==> config.mk <==
export PLATFORM = sky130hd
export DESIGN_NAME = rx_errflag_ctrl
export DESIGN_NICKNAME = d
export VERILOG_FILES = /design/src/rtl/rx_errflag_pkg.sv /design/src/rtl/rxef_cfg_reg.sv /design/src/rtl/rxef_release.sv /design/src/rtl/rxef_parity_run.sv /design/src/rtl/rxef_clk_switch.sv /design/src/rtl/rx_errflag_ctrl.sv
export SDC_FILE = /design/constraint.sdc
export NUM_CORES = 1
export LEC_CHECK = 0
export BUFFER_PORTS_ARGS = -buffer_cell sky130_fd_sc_hd__buf_4
export CAP_MARGIN = 10
export CORE_MARGIN = 3
export CORE_UTILIZATION = 59
export CTS_CLUSTER_SIZE = 40
export DETAILED_ROUTE_END_ITERATION = 8
export PLACE_DENSITY = 0.82
export SLEW_MARGIN = 5
export SYNTH_ARGS = -nofsm -noshare
export SYNTH_HDL_FRONTEND = slang
export SYNTH_HIERARCHICAL = 1
export SYNTH_SLANG_ARGS = --single-unit
==> constraint.sdc <==
create_clock -name clk -period 3.4 [get_ports clk]
set_input_delay 1.02 -clock clk [delete_from_list [all_inputs] [get_ports clk]]
set_output_delay 1.02 -clock clk [all_outputs]
set_load 0.005 [all_outputs]
==> src/rtl/rx_errflag_pkg.sv <==
// Package: shared settings type and command code for the error flag controller.
// Assumes the high byte of the control word is laid out MSB-first exactly as efc_cfg_t.
package rx_errflag_pkg;
    typedef struct packed {
        logic [1:0] rel_sel;      // release count select
        logic       fs_ignore;    // ignore measured fs change
        logic       force_err;    // hold flag high
        logic [1:0] wait_sel;     // clock switch wait select
        logic       par_sub_only; // parity run reported per sub-frame
        logic       nonpcm_en;    // non-PCM enters the flag
    } efc_cfg_t;

    localparam logic [5:0] CMD_CODE = 6'b100100;
endpackage

==> src/rtl/rxef_cfg_reg.sv <==
// Settings register: captures the high byte of a write whose low byte carries
// the command code and the address extension. Assumes single-cycle wr_en strobes.
module rxef_cfg_reg
    import rx_errflag_pkg::*;
#(
    parameter logic [1:0] EXT_ID = 2'b00
) (
    input  logic            clk,
    input  logic            rst_n,
    input  logic            wr_en,
    input  logic [15:0]     wr_data,
    output efc_cfg_t        cfg
);
    logic hit;

    // Decode: command code and extension must both match.
    always_comb hit = wr_en && (wr_data[7:2] == CMD_CODE) && (wr_data[1:0] == EXT_ID);

    // Capture settings on an accepted write.
    always_ff @(posedge clk) begin
        if (!rst_n)   cfg <= '0;
        else if (hit) cfg <= efc_cfg_t'(wr_data[15:8]);
    end
endmodule

==> src/rtl/rxef_release.sv <==
// Release counter: counts block-start strobes while locked, then asserts
// released until lock is lost or a restart is requested. Target = REL_BASE >> sel.
module rxef_release #(
    parameter int REL_BASE = 48
) (
    input  logic       clk,
    input  logic       rst_n,
    input  logic       locked,
    input  logic       restart,
    input  logic       pre_b,
    input  logic [1:0] rel_sel,
    output logic       released
);
    localparam int RW = $clog2(REL_BASE + 1);
    localparam logic [RW-1:0] BASE = RW'(REL_BASE);

    logic [RW-1:0] cnt;
    logic [RW-1:0] target;

    // Target count for the selected code.
    always_comb target = BASE >> rel_sel;

    // Count strobes; restart on unlock or restart request.
    always_ff @(posedge clk) begin
        if (!rst_n || !locked || restart) begin
            cnt      <= '0;
            released <= 1'b0;
        end else if (!released && pre_b) begin
            if (cnt == target - RW'(1)) released <= 1'b1;
            else                        cnt      <= cnt + RW'(1);
        end
    end
endmodule

==> src/rtl/rxef_parity_run.sv <==
// Parity run counter: counts consecutive bad sub-frames, saturating at RUN_LEN,
// cleared by a good one. run_hit marks a bad sub-frame that reaches or holds RUN_LEN.
module rxef_parity_run #(
    parameter int RUN_LEN = 8
) (
    input  logic clk,
    input  logic rst_n,
    input  logic subframe,
    input  logic parity_err,
    output logic run_full,
    output logic run_hit
);
    localparam int CW = $clog2(RUN_LEN + 1);
    localparam logic [CW-1:0] FULL = CW'(RUN_LEN);

    logic [CW-1:0] cnt;

    // Status views of the run counter.
    always_comb begin
        run_full = (cnt == FULL);
        run_hit  = subframe && parity_err && (cnt >= FULL - CW'(1));
    end

    // Advance, saturate or clear on each sub-frame.
    always_ff @(posedge clk) begin
        if (!rst_n)                      cnt <= '0;
        else if (subframe && !parity_err) cnt <= '0;
        else if (subframe && !run_full)  cnt <= cnt + CW'(1);
    end
endmodule

==> src/rtl/rxef_clk_switch.sv <==
// Clock switch timer: after an oscillator start while unlocked, waits a number of
// microsecond ticks (4,2,1,8 x WAIT_BASE by code) and then selects the crystal.
module rxef_clk_switch #(
    parameter int WAIT_BASE = 50
) (
    input  logic       clk,
    input  logic       rst_n,
    input  logic       locked,
    input  logic       osc_start,
    input  logic       us_tick,
    input  logic [1:0] wait_sel,
    output logic       xtal_sel
);
    localparam int TW = $clog2(8 * WAIT_BASE + 1);

    logic          waiting;
    logic [TW-1:0] tcnt;
    logic [TW-1:0] limit;

    // Wait length in ticks for the selected code.
    always_comb begin
        case (wait_sel)
            2'b00:   limit = TW'(4 * WAIT_BASE);
            2'b01:   limit = TW'(2 * WAIT_BASE);
            2'b10:   limit = TW'(WAIT_BASE);
            default: limit = TW'(8 * WAIT_BASE);
        endcase
    end

    // Wait sequencing; lock cancels everything.
    always_ff @(posedge clk) begin
        if (!rst_n || locked) begin
            waiting  <= 1'b0;
            tcnt     <= '0;
            xtal_sel <= 1'b0;
        end else if (osc_start) begin
            waiting <= 1'b1;
            tcnt    <= '0;
        end else if (waiting && us_tick) begin
            if (tcnt == limit - TW'(1)) begin
                waiting  <= 1'b0;
                xtal_sel <= 1'b1;
            end else begin
                tcnt <= tcnt + TW'(1);
            end
        end
    end
endmodule

==> src/rtl/rx_errflag_ctrl.sv <==
// Top: combines lock release, data error, non-PCM, parity run and fs change
// into a registered error flag; also drives the mute request and clock select.
// Assumes all strobes are single-cycle and synchronous to clk.
module rx_errflag_ctrl
    import rx_errflag_pkg::*;
#(
    parameter int         REL_BASE  = 48,
    parameter int         RUN_LEN   = 8,
    parameter int         WAIT_BASE = 50,
    parameter logic [1:0] EXT_ID    = 2'b00
) (
    input  logic        clk,
    input  logic        rst_n,
    input  logic        us_tick,
    input  logic        osc_start,
    input  logic        pll_locked,
    input  logic        data_err,
    input  logic        subframe,
    input  logic        parity_err,
    input  logic        nonpcm,
    input  logic        preamble_b,
    input  logic        fs_chg_meas,
    input  logic        fs_chg_cs,
    input  logic        wr_en,
    input  logic [15:0] wr_data,
    output logic        err_flag,
    output logic        mute_req,
    output logic        xtal_sel
);
    efc_cfg_t cfg_q;
    logic     fs_evt;
    logic     released;
    logic     run_full;
    logic     run_hit;
    logic     par_term;
    logic     err_d;

    rxef_cfg_reg #(.EXT_ID(EXT_ID)) u_cfg (
        .clk(clk), .rst_n(rst_n), .wr_en(wr_en), .wr_data(wr_data), .cfg(cfg_q)
    );

    rxef_release #(.REL_BASE(REL_BASE)) u_rel (
        .clk(clk), .rst_n(rst_n), .locked(pll_locked), .restart(fs_evt),
        .pre_b(preamble_b), .rel_sel(cfg_q.rel_sel), .released(released)
    );

    rxef_parity_run #(.RUN_LEN(RUN_LEN)) u_par (
        .clk(clk), .rst_n(rst_n), .subframe(subframe), .parity_err(parity_err),
        .run_full(run_full), .run_hit(run_hit)
    );

    rxef_clk_switch #(.WAIT_BASE(WAIT_BASE)) u_sw (
        .clk(clk), .rst_n(rst_n), .locked(pll_locked), .osc_start(osc_start),
        .us_tick(us_tick), .wait_sel(cfg_q.wait_sel), .xtal_sel(xtal_sel)
    );

    // Error sources merged into the next flag value.
    always_comb begin
        fs_evt   = fs_chg_cs || (fs_chg_meas && !cfg_q.fs_ignore);
        par_term = cfg_q.par_sub_only ? run_hit : (run_full && nonpcm);
        err_d    = cfg_q.force_err || !pll_locked || !released || data_err ||
                   (cfg_q.nonpcm_en && nonpcm) || fs_evt || par_term;
    end

    // Output registers for flag and mute.
    always_ff @(posedge clk) begin
        if (!rst_n) begin
            err_flag <= 1'b1;
            mute_req <= 1'b0;
        end else begin
            err_flag <= err_d;
            mute_req <= cfg_q.nonpcm_en && nonpcm;
        end
    end
endmodule

==> results of run 1 <==
## area by class of cell
type,instances,area (µm²),area share (%)
clock buffers,6,51.3,2.50
multi-input cells,153,1040,50.9
flip-flops and latches,32,641,31.2
repair buffers,31,233,11.3
clock inverters,2,10.0,0.488
well taps,31,38.8,1.89
inverters,9,33.8,1.65
## cell usage after synthesis (all sizes together), types with 3 or more instances
master | number | area (µm²)
a21o | 3 | 25.0
a21oi | 14 | 73.8
and3 | 3 | 18.8
buf | 4 | 32.5
dfxtp | 32 | 641
ha | 9 | 113
inv | 9 | 33.8
mux2i | 9 | 90.1
nand2 | 29 | 109
nand2b | 4 | 25.0
nand3 | 4 | 20.0
nand3b | 3 | 35.0
nand4 | 6 | 37.5
nor2 | 10 | 37.5
nor3 | 3 | 20.0
o21ai | 10 | 50.1
o22ai | 3 | 25.0
o31ai | 4 | 30.0
or3 | 3 | 18.8
or4 | 4 | 30.0
xnor2 | 3 | 26.3
xor2 | 5 | 43.8
## sequential cells by signal (all words and copies together), names as in the netlist
signal,count
err_flag,1
u_rel/cnt,6
u_sw/tcnt,9
u_sw/waiting,1
u_sw/xtal_sel,1
mute_req,1
u_cfg/cfg,8
u_rel/released,1
u_par/cnt,4
## cells in the final DEF (no fill, tap or decap), types with 3 or more instances in the layout
master and count:
dfxtp_1 32, ha_1 9, nand3_1 4, buf_4 31
or4_1 4, nor2_1 10, mux2i_1 9, nand4_1 6
nand2b_1 4, clkbuf_4 5, o31ai_1 4, xnor2_1 3
nand2_1 29, xor2_1 5, or3_1 3, a21oi_1 13
and3_1 3, inv_1 9, o21ai_0 8
## cells by family after synthesis
kind of cell	count (synthesis)
XOR/XNOR	8
adder cells (fa/ha/maj)	9
buffers and inverters	15
AO/OA/AOI/OAI	39
multiplexers	9
flip-flops	32
AND/OR/NAND/NOR	88
## worst max-delay path by stage
stage,from,to
after floorplan,preamble_b,u_rel/cnt[4]$_SDFFE_PP0P_
final,u_cfg/cfg[2]$_SDFFE_PN0P_,u_sw/tcnt[1]$_SDFFE_PP0P_
after global placement,wr_data[1],u_cfg/cfg[1]$_SDFFE_PN0P_
after global routing,u_cfg/cfg[3]$_SDFFE_PN0P_,u_sw/tcnt[3]$_SDFFE_PP0P_
after detailed placement,wr_data[1],u_cfg/cfg[7]$_SDFFE_PN0P_
after CTS,u_cfg/cfg[2]$_SDFFE_PN0P_,u_sw/tcnt[1]$_SDFFE_PP0P_
## worst register-to-register path: cells and delay by family, from the launching register on
family,cells,cell delay (ps)
AO/OA/AOI/OAI,1,80
adder cells (fa/ha/maj),1,320
buffers and inverters,1,100
flip-flops,1,390
multiplexers,1,130
AND/OR/NAND/NOR,3,830
## metrics by stage
step                power, mW  cell area [µm²]
floorplan               0.409             1760
global placement        0.437             1990
detailed placement      0.439             1990
CTS                     0.667             2050
global route            0.693             2050
finish                  0.661             2050
## report_power, final
group,leakage (nW),internal [mW],total [mW],switching (mW)
registers,0.258,0.377,0.379,0.00184
logic,0.489,0.0290,0.0522,0.0232
clock network,0.0380,0.0982,0.230,0.132
## routing by layer
metal / up-vias / wire length [µm]
met2: 50 / 1670
met5: - / 0
met1: 715 / 1550
met4: 0 / 57
li1: 777 / -
met3: 7 / 212
==> out/summary.md, run 1 <==
The tools report the max-cap violation count as 0. Counting the buffers created by CTS gives 5. The routing layer with the top usage in global route was met2. The worst hold path was traced through 2 stages.

Row generation in the floorplan step produced 19 rows. Counting cells, the worst reg-to-reg path comes to 7. IR analysis of the VDD net gives a maximum drop of 259 µV. No sink is reached through more buffers than the 2 on the longest clock path.

The startpoint identified for the worst hold timing path is u_cfg/cfg[5]$_SDFFE_PN0P_. Setup repair after global routing left no endpoint under its margin. For met3 alone, demand over resource in global routing was 6.81%. For the final routed database, the setup TNS stands at 0 ps.

The power density over the cells was 323 nW/µm²; the number of antenna-violating nets in the routed design was 0. The logs give 3500 µm for the total routed wirelength and 2810 µm² for the area inside the core boundary. The logs give 200 for the cell count after synthesis and 2 for the number of levels the H-tree was split into. Once placement completed, the tool counted placed cells totaling 256. Among all stages on the critical path, the largest delay is contributed by dfxtp_1. The largest single stage delay on the critical path is 390 ps. For the post-placement setup slack, the log shows 1130 ps. Of the total synthesized cell area, the portion taken by XOR and XNOR cells is 3.99%. Derived from the worst setup path, the maximum achievable clock frequency is 512 MHz. At the pin with the least slew margin, the transition time is 462 ps. The run finished with clean final reports.

The kind of cell adding the most delay to the critical path was simple AND/OR/NAND/NOR gates. Hold is met by 474 ps. The layout has 206 filler cells. For this run the aggregate overflow at the end of global routing stands at 0. After Yosys synthesis, full adders, half adders and majority gates account for 6.41% of the synthesized area. During placement, the flow inserted port buffers numbering 31. After synthesis, the share of cell area in mux cells is 5.12%. For this run, the share of the core covered by cells in the final layout is 73.1%. Before antenna repair, the detailed router went through 5 iterations. The number of hold buffers added after CTS was 0.

The tools report the synthesized netlist net count as 238. The worst reg2reg path startpoint was u_cfg/cfg[2]$_SDFFE_PN0P_. The most used flip-flop cell after synthesis is dfxtp_1. The die outline height is 60.6 µm. The initial DRC count was 99. The routed layout has 1549 vias.

Summed over all nets, the half-perimeter wirelength after detailed placement is 2640 µm. The relative area change from synthesis to final layout came out at 16.7%. For the max-slew violation total from the final report, the log shows 0. The shortest period the worst path allows works out to 1950 ps. The hold-critical path endpoint was u_cfg/cfg[5]$_SDFFE_PN0P_.

In this run the number of cells on the critical path is 7. Summing the sequential cell areas from Yosys gives 36.4% of the chip area. On the final layout, the worst clock skew is 10.5 ps.

The run gives 50 as the number of distinct library cell variants in the gate-level netlist after synthesis. The worst setup path is captured at a flop. The initial antenna violation count was 0. For the worst setup path, the data required time is 3630 ps.

The post-synthesis compound-gate area fraction came out at 14.4%. The hold violation total from the final report was 0. For the clock insertion delay at the later pin of the skew report, the log shows 340 ps.

The largest fanout on the critical path is 7, and the number of primary I/O pins is 32. For the final routed DRC violation total, the log shows 0. The run gives 1431 as the via count of the first global-routing pass.

Post-CTS setup buffer count: 0. The path class of the tightest hold or removal check is flop to flop. Setup slack closes at 1450 ps.

The clock transition at the register clock pins on the worst setup and hold paths after CTS came out at 90 ps. The via density per instance came out at 5.87. The die is 60.6 µm wide. Global-route wire length before repair: 5860 µm. Total of cells resized after clock tree synthesis: 0. The ratio of cells with drive above 1 in the final layout was 21.5%.

The worst setup path is launched from a flop. The placer's final routability congestion estimate is 0.826. For this run, asynchronously set or reset flops after synthesis account for 0%.

The logs give 21.1% for the global router's overall resource usage and 62.7% for the starting density of the core. After synthesis the netlist holds a flip-flop and latch count of 32. The main combinational cell family by area after synthesis was simple AND/OR/NAND/NOR gates. The floorplan step defined a die boundary enclosing 3670 µm². In this run the static leakage power is 0.786 nW.

The endpoint identified for the worst register-to-register timing path is u_sw/tcnt[1]$_SDFFE_PP0P_. Entering global routing, the biggest net connects 22 pins. Summing every instance area after synthesis gives 1760 µm². Excluding fillers, the count of instances in the completed layout stands at 264.

For the sink count of the clock tree, the log shows 32. The average footprint of a synthesized cell was 8.79 µm²; the post-route fraction of the period consumed by the critical path was 57.5%. The detail-routed net length per standard cell is 13.2 µm. The critical path in this run is classified as flop to flop.

The total of warnings raised by yosys was 6. The met1 track utilization from global routing was 24.7%. Count of final setup violators: 0.

Root cell of the clock tree: clkbuf_4. The headroom to the max-slew limit was 69.2%. The number of antenna diodes in the final layout is 0. The area share of and/or/nand/nor cells after synthesis is 29.4%.

Setup slack on the worst reg-to-reg path comes out at 1450 ps. Data arrives at the worst endpoint at 2180 ps. For this run, the post-layout net count is 270.

TritonCTS built the clock tree. The critical path goes through inv_1 > ha_1 > and4bb_2 > o22ai_2 > nor3_2 > nor2b_1 > mux2i_1. For this run, global-route usage on met2 was measured as 34.8%. The number of flops mapped to enable cells by yosys came out at 0. The combined buffer and inverter count along the critical path is 1.
Power figures use the tool's default switching activity.
==> inputs of run 2 (changes only) <==
CORE_UTILIZATION = 49   (was 59)
PLACE_DENSITY = 0.72   (was 0.82)
clock period = 1.7 ns   (was 3.4 ns; I/O delays follow)
==> run 2 against run 1 <==
  * The run now ends with setup timing left
  * Count of clock-buffer cells in the layout stayed put
  * Global-route usage shrank 1.0 points
  * Register-to-register slack lost 1500 ps
  * Flip-flop and latch count unchanged
  * Sequential power increased by 99%
  * Maximum frequency grew 12%
  * Clock skew shrank 1.9 ps
  * Via count grew 1.7%
  * Combinational power grew 100%
  * Hold slack got worse by 89 ps
==> out/summary.md, run 2 (synthesized netlist as in run 1, its figures left out) <==
The worst-case vdd ir drop is 434 µV (+67%). The data required time of the critical path was 1930 ps (-1700 ps); the clock transition at the register clock pins on the worst setup and hold paths after CTS was 100 ps (about the same). The run gives 32 (unchanged) as the number of primary I/O pins. The pin count of the biggest net entering global routing came out at 22 (unchanged). For the reported net switching power, the log shows 307 µW (+95%).

The path class of the tightest hold or removal check is primary input to flop. The logs give 75 (-24%) for the initial DRC count and 1.31 mW (+99%) for the overall power. The checks that failed: setup timing. The setup slack after layout is -49.4 ps (-1490 ps). The die outline height is 65.9 µm (+8.8%), and the clock buffer count from CTS is 5 (unchanged). The via density per instance was 5.36 (-8.6%); the part of the total power dissipated in combinational logic was 8.1% (+0.2 points). The max-cap violation count was 0 (unchanged); the number of I/O port buffers was 31 (unchanged).

The remaining global-route overflow came out at 0 (unchanged). The count of vias placed by the detailed router was 1576 (+1.7%). The tools report the via count of the first global-routing pass as 1521 (+6.3%). The cell depth of the worst setup path was 8 (+1). For the number of buffers inserted by hold repair at cts, the log shows 0 (unchanged).

The final instance area was 2330 µm² (+14%). TritonCTS built the clock tree. The critical path goes through buf_6 > ha_4 > o21bai_4 > xnor2_2 > buf_4 > o311ai_4 > xnor2_1 > and2_1.

The worst setup path is launched from a flop. The largest registers in the layout are u_sw/tcnt x9, u_cfg/cfg x8, u_rel/cnt x6. The run gives 32 (unchanged) as the sink count of the clock tree.

The tools report the hold violation total from the final report as 0 (unchanged). The logs give 51.9% (-11 points) for the starting density of the core and 8.62 ps (-1.89 ps) for the maximum clock skew at final layout. The instance area at placement was 2100 µm² (+5.5%). Actual transition at the worst max-transition pin: 374 ps (-87.3 ps).

The library cell contributing the largest single delay on the critical path was dfxtp_2. Fraction of power spent switching nets: 23.3% (-0.44 points). The global-route wire length before repair is 6700 µm (+14%).

The post-route fraction of the period consumed by the critical path is 103% (+45 points), and the maximum clock rate is 572 MHz (+12%). For the placer's final routability congestion estimate, the log shows 0.783 (-5.2%). The kind of cell adding the most delay to the critical path was compound AO/OA/AOI/OAI gates. Internal power: 1.01 mW (+100%). The number of levels the H-tree was split into was 2 (unchanged). The chip width came out at 65.9 µm (+8.8%). For the number of antenna-violating nets in the routed design, the log shows 0 (unchanged). More flip-flops sit in one register than any other, and that register is u_sw/tcnt.

The count of final setup violators was 3 (+3). The maximum single-stage delay on the critical path came out at 350 ps (-40 ps). Shortest period the worst path allows: 1750 ps (-205 ps). The final layout net count was 285 (+5.6%); the count of TritonRoute iterations in the first routing pass was 4 (-1). The logs give 283 (+11%) for the number of placed instances with taps included and -50 ps (-1490 ps) for the setup slack of the most critical reg-to-reg path. The arrival time at the worst endpoint was 1980 ps (-200 ps); the clock insertion delay at the later pin of the skew report was 320 ps (-20 ps). The detail-routed net length per standard cell works out to 13.3 µm (+0.33%). The cell depth of the worst min-delay path was 2 (unchanged); the share of power burned in registers was 57.5% (+0.2 points).

The largest fanout on the critical path was 3 (-4); the final routed DRC violation total was 0 (unchanged). The ratio of cells with drive above 1 in the final layout came out at 37.1% (+16 points). The number of flip-flops in the largest register works out to 9 (unchanged). Setup repair after global routing could not meet its margin everywhere.

The final antenna diode count came out at 0 (unchanged). In the layout the commonest cells are buf_4 (44), nand2_1 (29), dfxtp_1 (24). The category of the critical setup timing path was flop to flop.

The run gives 20.1% (-1.0 points) as the global router's overall resource usage. The run finished, with violations left. The static leakage was 0.898 nW (+14%); the site row count was 21 (+2). Most common cell after layout, fill and taps aside: buf_4.

The final non-filler cell total is 294 (+11%). The run gives 34.4% (-0.4 points) as the share of total power in the clock network. Capturing element type of the critical path: a flop. The initial antenna violation count came out at 0 (unchanged).

Relative area change from synthesis to final layout: 32.7%. The worst reg2reg path depth works out to 8 (+1). The total routed wirelength is 3910 µm (+12%), and the max-slew violation total from the final report is 0 (unchanged). Placed wire-length estimate: 2720 µm (+3.1%).

Combined buffer and inverter count along the critical path: 2 (+1). In this run the clock root is driven by a clkbuf_4. The run gives -164 ps (-1290 ps) as the post-placement setup slack. Area inside the core boundary: 3390 µm² (+21%). The logs give 75.0% (+5.7 points) for the headroom to the max-slew limit and 4340 µm² (+18%) for the die outline area. The power density over the cells works out to 563 nW/µm² (+75%).

The number of buffers on the longest clock path was 2 (unchanged).
## run 2: changes by cell type in the layout (fill, tap and decap cells not counted), sizes merged
| cell | before | now |
|---|---|---|
| buf | 31 | 46 |
## run 2: worst paths after layout
path / end / from
setup / recovery: u_sw/tcnt[2]$_SDFFE_PP0P_ / u_cfg/cfg[2]$_SDFFE_PN0P_
hold / removal: u_sw/waiting$_SDFFE_PP0P_ / us_tick
setup reg to reg: u_sw/tcnt[2]$_SDFFE_PP0P_ / u_cfg/cfg[2]$_SDFFE_PN0P_
hold reg to reg: u_cfg/cfg[0]$_SDFFE_PN0P_ / u_cfg/cfg[0]$_SDFFE_PN0P_
## run 2: power groups by stage
stage	clock, mW	combinational (mW)	sequential, mW
final	0.452	0.107	0.756
after global routing	0.508	0.119	0.757
after global placement	0	0.103	0.775
after floorplan	0	0.0445	0.774
after detailed placement	0	0.104	0.775
after CTS	0.468	0.106	0.757
## run 2: per-stage QoR
stage	setup TNS (ps)	util [%]	hold slack [ps]
floorplan	0	-	435
global placement	-246	61.9	451
detailed placement	-466	61.9	462
CTS	-173	66.8	372
global route	-376	68.8	382
finish	-81.3	68.8	385
## run 2: repair_timing
| action | 4_1_cts | 5_1_grt |
|---|---|---|
| buffers inserted | 2 | 3 |
| setup endpoints to repair | 5 | 11 |
| pin swaps | 15 | 12 |
| gates resized for setup | 21 | 17 |
## run 2: routing by layer
metal  wire length, µm  share of wire (%)  track usage, %
met1              1770                 45            24.6
met2              1830                 47            31.5
met3               217                5.6            6.46
met4                82                2.1            9.59
met5                 0                  0               0
## run 2: final cells by class
type	count	area (µm²)
well taps	46	57.6
clock buffers	6	51.3
flip-flops and latches	32	653
inverters	9	36.3
fillers	275	1060
clock inverters	2	10.0
repair buffers	46	353
multi-input cells	153	1170
